## config.mk

```make
export PLATFORM = sky130hd
export DESIGN_NAME = rdma_port_engine
export DESIGN_NICKNAME = d
export VERILOG_FILES = /design/src/rtl/rdma_pkg.sv /design/src/rtl/rdma_regs.sv /design/src/rtl/rdma_xfer.sv /design/src/rtl/rdma_lane.sv /design/src/rtl/rdma_port_engine.sv
export SDC_FILE = /design/constraint.sdc
export NUM_CORES = 1
export LEC_CHECK = 0
export BUFFER_PORTS_ARGS = -buffer_cell sky130_fd_sc_hd__buf_4
export CORE_ASPECT_RATIO = 1.5
export CORE_MARGIN = 2
export CORE_UTILIZATION = 45
export CTS_CLUSTER_DIAMETER = 200
export DETAILED_ROUTE_END_ITERATION = 10
export HOLD_SLACK_MARGIN = 0.06
export PLACE_DENSITY = 0.71
export SLEW_MARGIN = 10
export SYNTH_ARGS = -nofsm -noshare
export SYNTH_HDL_FRONTEND = slang
export SYNTH_SLANG_ARGS = --single-unit
```

## constraint.sdc

```tcl
create_clock -name clk -period 3.1 [get_ports clk]
set_input_delay 0.31 -clock clk [delete_from_list [all_inputs] [get_ports clk]]
set_output_delay 0.31 -clock clk [all_outputs]
set_load 0.1 [all_outputs]
```

## src/rtl/rdma_pkg.sv

```systemverilog
package rdma_pkg;
  localparam logic [3:0] RA_CMD      = 4'd0;
  localparam logic [3:0] RA_ADR_LO   = 4'd1;
  localparam logic [3:0] RA_ADR_HI   = 4'd2;
  localparam logic [3:0] RA_CNT_LO   = 4'd3;
  localparam logic [3:0] RA_CNT_HI   = 4'd4;
  localparam logic [3:0] RA_CFG      = 4'd5;
  localparam logic [3:0] RA_RING_BEG = 4'd6;
  localparam logic [3:0] RA_RING_END = 4'd7;
  localparam logic [3:0] RA_STAT     = 4'd8;

  localparam int CMD_RD_BIT    = 0;
  localparam int CMD_WR_BIT    = 1;
  localparam int CFG_WIDE_BIT  = 0;
  localparam int STAT_DONE_BIT = 6;

  typedef struct packed {
    logic adr_lo;
    logic adr_hi;
    logic cnt_lo;
    logic cnt_hi;
  } load_t;
endpackage

```

## src/rtl/rdma_regs.sv

```systemverilog
module rdma_regs
  import rdma_pkg::*;
#(
  parameter int AW = 16,
  parameter int CW = 16,
  parameter int PW = AW - 8
) (
  input  logic          clk,
  input  logic          rst_n,
  input  logic          reg_wr,
  input  logic [3:0]    reg_addr,
  input  logic [7:0]    reg_wdata,
  input  logic          cnt_zero,
  input  logic          done_set,
  input  logic [AW-1:0] addr_q,
  input  logic [CW-1:0] cnt_q,
  output logic [7:0]    reg_rdata,
  output logic          cfg_wide,
  output logic [PW-1:0] first_pg,
  output logic [PW-1:0] last_pg,
  output logic          done_flag,
  output load_t         loads
);
  logic [7:0]    cmd_q, cmd_d, cfg_q, cfg_d;
  logic [PW-1:0] first_d, last_d;
  logic          flag_d;
  logic          cmd_en, cfg_en, first_en, last_en;
  logic          cmd_zero;
  logic [15:0]   a_ext, c_ext;

  always_comb begin
    cmd_d    = reg_wdata;
    cfg_d    = reg_wdata;
    first_d  = reg_wdata[PW-1:0];
    last_d   = reg_wdata[PW-1:0];
    cmd_en   = reg_wr && (reg_addr == RA_CMD);
    cfg_en   = reg_wr && (reg_addr == RA_CFG);
    first_en = reg_wr && (reg_addr == RA_RING_BEG);
    last_en  = reg_wr && (reg_addr == RA_RING_END);
    loads.adr_lo = reg_wr && (reg_addr == RA_ADR_LO);
    loads.adr_hi = reg_wr && (reg_addr == RA_ADR_HI);
    loads.cnt_lo = reg_wr && (reg_addr == RA_CNT_LO);
    loads.cnt_hi = reg_wr && (reg_addr == RA_CNT_HI);
    cmd_zero = cmd_en && cnt_zero &&
               (reg_wdata[CMD_RD_BIT] || reg_wdata[CMD_WR_BIT]);
    flag_d = done_flag;
    if (reg_wr && (reg_addr == RA_STAT) && reg_wdata[STAT_DONE_BIT])
      flag_d = 1'b0;
    if (done_set || cmd_zero)
      flag_d = 1'b1;
  end

  always_ff @(posedge clk or negedge rst_n) begin
    if (!rst_n) begin
      cmd_q     <= '0;
      cfg_q     <= '0;
      first_pg  <= '0;
      last_pg   <= '0;
      done_flag <= 1'b0;
    end else begin
      if (cmd_en)   cmd_q    <= cmd_d;
      if (cfg_en)   cfg_q    <= cfg_d;
      if (first_en) first_pg <= first_d;
      if (last_en)  last_pg  <= last_d;
      done_flag <= flag_d;
    end
  end

  assign cfg_wide = cfg_q[CFG_WIDE_BIT];
  assign a_ext    = 16'(addr_q);
  assign c_ext    = 16'(cnt_q);

  always_comb begin
    reg_rdata = 8'h00;
    case (reg_addr)
      RA_CMD:      reg_rdata = cmd_q;
      RA_ADR_LO:   reg_rdata = a_ext[7:0];
      RA_ADR_HI:   reg_rdata = a_ext[15:8];
      RA_CNT_LO:   reg_rdata = c_ext[7:0];
      RA_CNT_HI:   reg_rdata = c_ext[15:8];
      RA_CFG:      reg_rdata = cfg_q;
      RA_RING_BEG: reg_rdata = 8'(first_pg);
      RA_RING_END: reg_rdata = 8'(last_pg);
      RA_STAT:     reg_rdata[STAT_DONE_BIT] = done_flag;
      default:     reg_rdata = 8'h00;
    endcase
  end
endmodule

```

## src/rtl/rdma_xfer.sv

```systemverilog
module rdma_xfer
  import rdma_pkg::*;
#(
  parameter int AW = 16,
  parameter int CW = 16,
  parameter int PW = AW - 8
) (
  input  logic          clk,
  input  logic          rst_n,
  input  logic          go,
  input  logic          wide,
  input  logic [PW-1:0] first_pg,
  input  logic [PW-1:0] last_pg,
  input  load_t         loads,
  input  logic [7:0]    wdata,
  output logic [AW-1:0] addr_q,
  output logic [CW-1:0] cnt_q,
  output logic          done_set
);
  localparam int CHW = CW - 8;

  logic [AW-1:0] addr_d, sum, step_a, ring_end, ring_beg;
  logic [CW-1:0] cnt_d, step_c;
  logic          addr_en, cnt_en;

  assign ring_end = {last_pg, 8'h00};
  assign ring_beg = {first_pg, 8'h00};

  always_comb begin
    step_a   = wide ? AW'(2) : AW'(1);
    step_c   = wide ? CW'(2) : CW'(1);
    sum      = addr_q + step_a;
    addr_d   = addr_q;
    cnt_d    = cnt_q;
    done_set = 1'b0;
    if (go) begin
      addr_d = (sum == ring_end) ? ring_beg : sum;
      if (cnt_q <= step_c) begin
        cnt_d    = '0;
        done_set = 1'b1;
      end else begin
        cnt_d = cnt_q - step_c;
      end
    end else begin
      if (loads.adr_lo) addr_d[7:0]    = wdata;
      if (loads.adr_hi) addr_d[AW-1:8] = wdata[PW-1:0];
      if (loads.cnt_lo) cnt_d[7:0]     = wdata;
      if (loads.cnt_hi) cnt_d[CW-1:8]  = wdata[CHW-1:0];
    end
    addr_en = go || loads.adr_lo || loads.adr_hi;
    cnt_en  = go || loads.cnt_lo || loads.cnt_hi;
  end

  always_ff @(posedge clk or negedge rst_n) begin
    if (!rst_n) begin
      addr_q <= '0;
      cnt_q  <= '0;
    end else begin
      if (addr_en) addr_q <= addr_d;
      if (cnt_en)  cnt_q  <= cnt_d;
    end
  end
endmodule

```

## src/rtl/rdma_lane.sv

```systemverilog
module rdma_lane #(
  parameter int AW       = 16,
  parameter int PROM_TOP = 32,
  parameter int PKT_LO   = 16'h0400,
  parameter int PKT_HI   = 16'h0800
) (
  input  logic [AW-1:0] addr_q,
  input  logic          wide,
  input  logic          do_write,
  input  logic [15:0]   dp_wdata,
  input  logic [15:0]   mem_rdata,
  output logic [AW-2:0] mem_addr,
  output logic          mem_we,
  output logic [1:0]    mem_be,
  output logic [15:0]   mem_wdata,
  output logic [15:0]   dp_rdata
);
  localparam logic [AW-1:0] PROM_LIM = AW'(PROM_TOP);
  localparam logic [AW-1:0] PKT_BEG  = AW'(PKT_LO);
  localparam logic [AW-1:0] PKT_END  = AW'(PKT_HI);

  logic [AW-1:0] acc;
  logic          valid;
  logic [7:0]    rd_byte;

  always_comb begin
    acc       = wide ? {addr_q[AW-1:1], 1'b0} : addr_q;
    valid     = (acc < PROM_LIM) || ((acc >= PKT_BEG) && (acc < PKT_END));
    mem_addr  = addr_q[AW-1:1];
    mem_we    = do_write && valid;
    mem_be    = wide ? 2'b11 : (addr_q[0] ? 2'b10 : 2'b01);
    mem_wdata = wide ? dp_wdata : {2{dp_wdata[7:0]}};
    rd_byte   = addr_q[0] ? mem_rdata[15:8] : mem_rdata[7:0];
    if (!valid)
      dp_rdata = wide ? 16'hFFFF : 16'h00FF;
    else
      dp_rdata = wide ? mem_rdata : {8'h00, rd_byte};
  end
endmodule

```

## src/rtl/rdma_port_engine.sv

```systemverilog
module rdma_port_engine
  import rdma_pkg::*;
#(
  parameter int AW       = 16,
  parameter int CW       = 16,
  parameter int PROM_TOP = 32,
  parameter int PKT_LO   = 16'h0400,
  parameter int PKT_HI   = 16'h0800
) (
  input  logic          clk,
  input  logic          rst_n,
  input  logic          reg_wr,
  input  logic [3:0]    reg_addr,
  input  logic [7:0]    reg_wdata,
  output logic [7:0]    reg_rdata,
  input  logic          dp_wr,
  input  logic          dp_rd,
  input  logic [15:0]   dp_wdata,
  output logic [15:0]   dp_rdata,
  output logic [AW-2:0] mem_addr,
  output logic          mem_we,
  output logic [1:0]    mem_be,
  output logic [15:0]   mem_wdata,
  input  logic [15:0]   mem_rdata
);
  localparam int PW = AW - 8;

  logic [AW-1:0] addr_q;
  logic [CW-1:0] cnt_q;
  logic [PW-1:0] first_pg, last_pg;
  logic          cfg_wide, done_flag, done_set, cnt_zero;
  logic          wr_commit, xfer_go;
  load_t         loads;

  assign cnt_zero  = (cnt_q == '0);
  assign wr_commit = dp_wr && !dp_rd && !cnt_zero;
  assign xfer_go   = dp_rd || wr_commit;

  rdma_regs #(.AW(AW), .CW(CW), .PW(PW)) u_regs (
    .clk(clk), .rst_n(rst_n), .reg_wr(reg_wr), .reg_addr(reg_addr),
    .reg_wdata(reg_wdata), .cnt_zero(cnt_zero), .done_set(done_set),
    .addr_q(addr_q), .cnt_q(cnt_q), .reg_rdata(reg_rdata),
    .cfg_wide(cfg_wide), .first_pg(first_pg), .last_pg(last_pg),
    .done_flag(done_flag), .loads(loads)
  );

  rdma_xfer #(.AW(AW), .CW(CW), .PW(PW)) u_xfer (
    .clk(clk), .rst_n(rst_n), .go(xfer_go), .wide(cfg_wide),
    .first_pg(first_pg), .last_pg(last_pg), .loads(loads),
    .wdata(reg_wdata), .addr_q(addr_q), .cnt_q(cnt_q), .done_set(done_set)
  );

  rdma_lane #(.AW(AW), .PROM_TOP(PROM_TOP), .PKT_LO(PKT_LO), .PKT_HI(PKT_HI)) u_lane (
    .addr_q(addr_q), .wide(cfg_wide), .do_write(wr_commit),
    .dp_wdata(dp_wdata), .mem_rdata(mem_rdata), .mem_addr(mem_addr),
    .mem_we(mem_we), .mem_be(mem_be), .mem_wdata(mem_wdata),
    .dp_rdata(dp_rdata)
  );
endmodule

```

### After elaboration in Yosys (flattened, before gate mapping)

Index checks and enable logic that the tools add are counted.

* register bits: 65
* input port bits: 49
* output and inout port bits: 58
* word-level logic and storage cells: 85

* multiplexer cells: 24
* $lt $le $gt $ge: 4
* reductions and logical operators: 37
* eq/ne operators: 9
* add/subtract/negate cells: 2

Operators with widths (number)
* $mux W16: 8
* $pmux W6 S8: 1
* $mux W8: 5
* $add A16 B2 Y16: 1
* $eq A16 B16 Y1: 1
* $eq A4 B3 Y1 const B: 4
* $ge A16 B11 Y1 const B: 1
* $le A16 B16 Y1: 1
* $logic_and A1 B1 Y1: 16
* $logic_not A16 Y1: 1
* $lt A16 B12 Y1 const B: 1
* $lt A16 B6 Y1 const B: 1
* $sub A16 B16 Y16: 1
* $reduce_bool A2 Y1: 5
* $pmux W1 S9: 1
* $eq A4 B2 Y1 const B: 2
* $logic_or A1 B1 Y1: 8
* $pmux W1 S8: 1
* $reduce_and A2 Y1: 4
* $mux W2: 3
* $mux W1: 5
* $eq A4 B1 Y1 const B: 1
* $eq A4 B4 Y1 const B: 1
* $logic_not A4 Y1: 1
* $logic_not A1 Y1: 2

### Logic depth before layout (Yosys ltp)

* depth in word-level cells: 7
* mapped depth: 11
* gate-level depth less buffers: 10

### By module

From an unflattened synthesis, not the netlist that was laid out.

* cell total of the unflattened synthesis: 556
* area, all modules: 5241.3 um^2

Modules (own cells, without submodules)
* rdma_xfer: instances 1, area an instance 2643.8 um^2, cells an instance 308, seq. area each 800.8 um^2
* rdma_regs: instances 1, area an instance 1981.9 um^2, cells an instance 172, seq. area each 825.8 um^2
* rdma_lane: instances 1, area an instance 558.0 um^2, cells an instance 68, seq. area each 0.0 um^2
* rdma_port_engine: instances 1, area an instance 57.6 um^2, cells an instance 8, seq. area each 0.0 um^2

### Least setup slack after synthesis

OpenSTA, ideal clock, no wires.

* kind: flip-flop to output port
* start point: register u_xfer.addr_q[12]
* end point: output port mem_we
* arrival: 3.799 ns
* stages on the path, launching flop included: 6
* buffers on the path: 2
* slack: -1.009 ns
* data required time: 2.790 ns
* cells stage by stage: dfrtp_1 -> clkbuf_1 -> or4_1 -> or3_1 -> clkbuf_1 -> nor3b_1

* word-level cells in the longest chain between the ends: 4
* elaborated cells on any way between the ends: 6
* classes of those cells: 3 x order compare; 3 x reduce/logical

RTL lines
* from (decl): line rdma_xfer.sv:16 `output logic [AW-1:0] addr_q,`
* from (signal assigned): line rdma_xfer.sv:59 `if (addr_en) addr_q <= addr_d;`
* $ge A16 B11 Y1 / $lt A16 B12 Y1 (equally long branches): line rdma_lane.sv:28 `valid = (acc < PROM_LIM) || ((acc >= PKT_BEG) && (acc < PKT_END));`
* $logic_and A1 B1 Y1: line rdma_lane.sv:28
* $logic_or A1 B1 Y1 *: line rdma_lane.sv:28
* $logic_and A1 B1 Y1 *: line rdma_lane.sv:30 `mem_we = do_write && valid;`
* to (decl): line rdma_port_engine.sv:21 `output logic mem_we,`

Mark *: on every way between the ends. The rest lies on a longest branch, timed or not.

### Final worst setup path

* start point: register u_xfer.addr_q[0]
* end point: register u_xfer.addr_q[12]

* word-level cells in the longest chain between the ends: 4

RTL lines
* $add A16 B2 Y16 *: line rdma_xfer.sv:32 `sum = addr_q + step_a;`
* $eq A16 B16 Y1: line rdma_xfer.sv:37 `addr_d = (sum == ring_end) ? ring_beg : sum;`
* $mux W16 *: line rdma_xfer.sv:37
* $mux W16 *: line rdma_xfer.sv:36 `if (go) begin`

Marked as above.
A chain may end at the register's enable or synchronous reset.

==> results.py <==
metrics = {
    "sta": {
        "clock_skew_ps": 5.744,
        "fin_tns_setup_ps": 0,
        "period_needed_ps": 2948,
        "finalHoldViolCount": 0,
        "maxSlewHeadroom_pct": 41.73,
        "hold-worst-slack_ps": 79.42,
        "finalSetupViolCount": 0,
        "clock.fmax_mhz": 339.2,
        "final_max_slew_viol_count": 0,
        "post-route-period-util_pct": 95.10,
        "tightest_slew_ps": 874.1,
        "rsz0062_at_grt": "no",
    },
    "critical_path": {
        "cp-end-kind": "register",
        "path_class": "register to register",
        "worstPathRequired_ps": 3330,
        "path_cells": "ha_1 > fa_2 > or3_1 > o221ai_1 > o2111a_1 > o211ai_2 > nor4_4 > buf_4 > mux2_2 > a221oi_1",
        "critPathMaxFanout": 8,
        "slowest_stage": "fa_2",
        "max_stage_delay_ps": 430,
        "arrival_ps": 3180,
        "critPathLaunchType": "register",
    },
    "synth": {
        "dominantRegCellSynth": "dfrtp_1",
        "async_flop_share_pct": 100.0,
        "yosysWarnings": 0,
        "netlist_area_um2": 5140,
        "synth-seq-cells": 65,
        "synth_cell_types": 73,
        "ys_seq_area_share_pct": 31.65,
        "synth_cells": 586,
        "synth_fp_nets": 643,
        "synth-edff-count": 0,
        "synth.avg_cell_area_um2": 8.771,
    },
    "clock_network": {
        "cts_tree": "done",
        "numCtsBuffers": 9,
        "cts-root-buf": "clkbuf_16",
        "clk_pin_slew_ps": 60,
        "cts_buffer_depth": 2,
        "h-tree-depth": 3,
        "insertion_delay_ps": 330,
        "clock_sinks": 65,
    },
    "place": {
        "placed_area_um2": 6023,
        "dpl.hpwl_um": 12270,
        "place_inst": 805,
        "portBuffers": 106,
        "gp_congestion": 0.9824,
    },
    "pwr": {
        "power_density_nw_per_um2": 1005,
        "peakVddDrop_v": 0.0004316,
        "p_leak_nw": 2.773,
    },
    "die": {
        "boundaryPins": 107,
        "die_y_um": 134.9,
        "start_util_pct": 46.25,
        "core-area_um2": 11110,
        "die_w_um": 91.26,
        "die_area_um2": 12310,
        "rows": 47,
    },
    "detailed_routing": {
        "wl_per_cell_um": 20.49,
        "drc": 0,
        "first_pass_iters": 6,
        "via_per_inst": 6.173,
        "totalWireLength_um": 16820,
        "vias": 5068,
        "drt_iter0_drc": 475,
        "ant_nets": 0,
    },
    "cells_and_area": {
        "final_nets": 727,
        "drive_gt1_share_pct": 33.98,
        "layoutNonFillerInstCount": 821,
        "num_antenna_cells": 0,
        "area_delta_synth_final_pct": 23.64,
        "num-fill-cells": 970,
        "fin_area_um2": 6355,
    },
    "grt": {
        "first_global_vias": 5007,
        "track_usage_pct": 27.87,
        "grt_max_degree": 66,
        "antenna_found_initial": 0,
        "grt_pass1_wl_um": 27030,
        "overflow": 0,
    },
    "job": {
        "maxCapViolCount": 0,
    },
    "status": {
        "status": "finished, final reports clean",
    },
    "hold_path": {
        "holdCritPathClass": "input port to asynchronous set/reset pin",
    },
}
-- sequential cells by signal, indices dropped and copies added, names as in the netlist --
signal and cells:
u_xfer.cnt_q 16, u_regs.last_pg 8, u_regs.cmd_q 8, u_xfer.addr_q 16, u_regs.first_pg 8, u_regs.cfg_q 8, u_regs.done_flag 1
-- cell families (layout without fill, tap and decap cells) --
kind of cell               Yosys count  after routing  synth area share, %
and+or+nand+nor                    229            229                23.00
AOI/OAI and AO/OA                  125            125                17.23
muxes                               74             74                16.16
buffers and inverters               72            160                7.498
DFF                                 65             65                31.65
xor gates and xnor gates            13             13                2.215
adders and majority gates            8              8                2.240
-- final cells by class --
class	count	area [um2]	share of cell area (%)
Multi-Input combinational cell	449	3178	50.01
Tap cell	147	183.9	2.894
Clock buffer	10	229.0	3.603
Clock inverter	5	81.33	1.280
Timing Repair Buffer	133	1011	15.91
Sequential cell	65	1627	25.60
Inverter	12	45.04	0.7088
-- worst max-delay path, delay by kind of cell (launching register included) --
family,cells,cell delay [ps]
fa+ha+maj,2,680
compound gates,4,620
simple gates,2,610
flops,1,390
mux,1,340
buf+inv,1,200
-- per-layer routing --
| metal | track usage (%) | up-vias | share of wire [%] |
|---|---|---|---|
| met1 | 34.45 | 2472 | 39 |
| met2 | 47.86 | 255 | 50 |
| met5 | 0 | - | 0 |
| met4 | 11.70 | 0 | 3.5 |
| li1 | - | 2294 | - |
| met3 | 4.911 | 47 | 6.9 |
-- Yosys cell counts, drive strengths merged (6+ instances only) --
cell    count  share of area (%)
nand3      25                2.5
a22oi       7                1.0
ha          6                1.5
nor2       51                3.8
nor4        7                1.6
mux2       52                 11
o31ai       6               0.88
nor2b       6               0.73
mux2i      20                3.9
nor3       19                1.9
nand2      69                5.0
nand2b      6               0.73
buf        36                4.8
nand4       7               0.85
xor2        9                1.5
o21ai      36                3.5
o221ai      6                1.0
a22o       18                3.1
clkbuf     24                1.8
dfrtp      65                 32
inv        12               0.88
a21oi      11                1.1
-- repair_timing --
item,CTS,global route
hold buffers,0,0
resized for setup,0,4
endpoints found under the setup margin,6,6
pin swaps,1,1
setup buffers,1,0
-- worst paths after layout --
check	slack, ps	from	cells after the start	end
worst max-delay path	150	u_xfer.addr_q[0]	10	u_xfer.addr_q[12]
worst min-delay path	80	rst_n	1	u_xfer.addr_q[15]
worst max register to register	150	u_xfer.addr_q[0]	10	u_xfer.addr_q[12]
worst min register to register	500	u_regs.cmd_q[6]	1	u_regs.cmd_q[6]
max in group asynchronous	2420	rst_n	1	u_regs.cmd_q[2]
min in group clk	290	reg_wdata[0]	3	u_regs.cfg_q[0]
-- power breakdown --
group / internal [W] / total (W) / switching (W)
logic: 0.00114 / 0.00372 / 0.00258
registers: 0.00112 / 0.00158 / 0.000463
clock network: 0.000699 / 0.00108 / 0.000379
-- per-stage QoR --
step	total power [W]	utilization, %	worst slack, ps
after floorplan	0.004448	-	-13.21
after global placement	0.005178	54.19	95.57
after detailed placement	0.005233	54.19	-25.26
after CTS	0.006340	57.05	102.1
after global routing	0.006677	57.18	16.41
final	0.006384	57.18	151.9
-- cells in the final DEF, fill, tap and decap left out, types with 4 or more instances in the layout --
cell and instances:
buf_4 132, nand2_1 68, dfrtp_1 65, mux2_2 52, nor2_1 50, o21ai_0 35
nand3_1 24, mux2i_1 20, nor3_1 19, a22o_1 18, inv_1 12, a21oi_1 10
xor2_1 9, clkbuf_16 9, a22oi_1 7, nand4_1 7, nor2b_1 6, nand2b_1 6
o31ai_1 6, ha_1 6, or3_1 5, nand3b_1 5, a221oi_1 5, and2_1 4
o221ai_2 4, o21a_1 4, nor4_1 4, o22ai_1 4, or2_2 4, xnor2_1 4
Note: power is estimated with default switching activity, not from simulation.
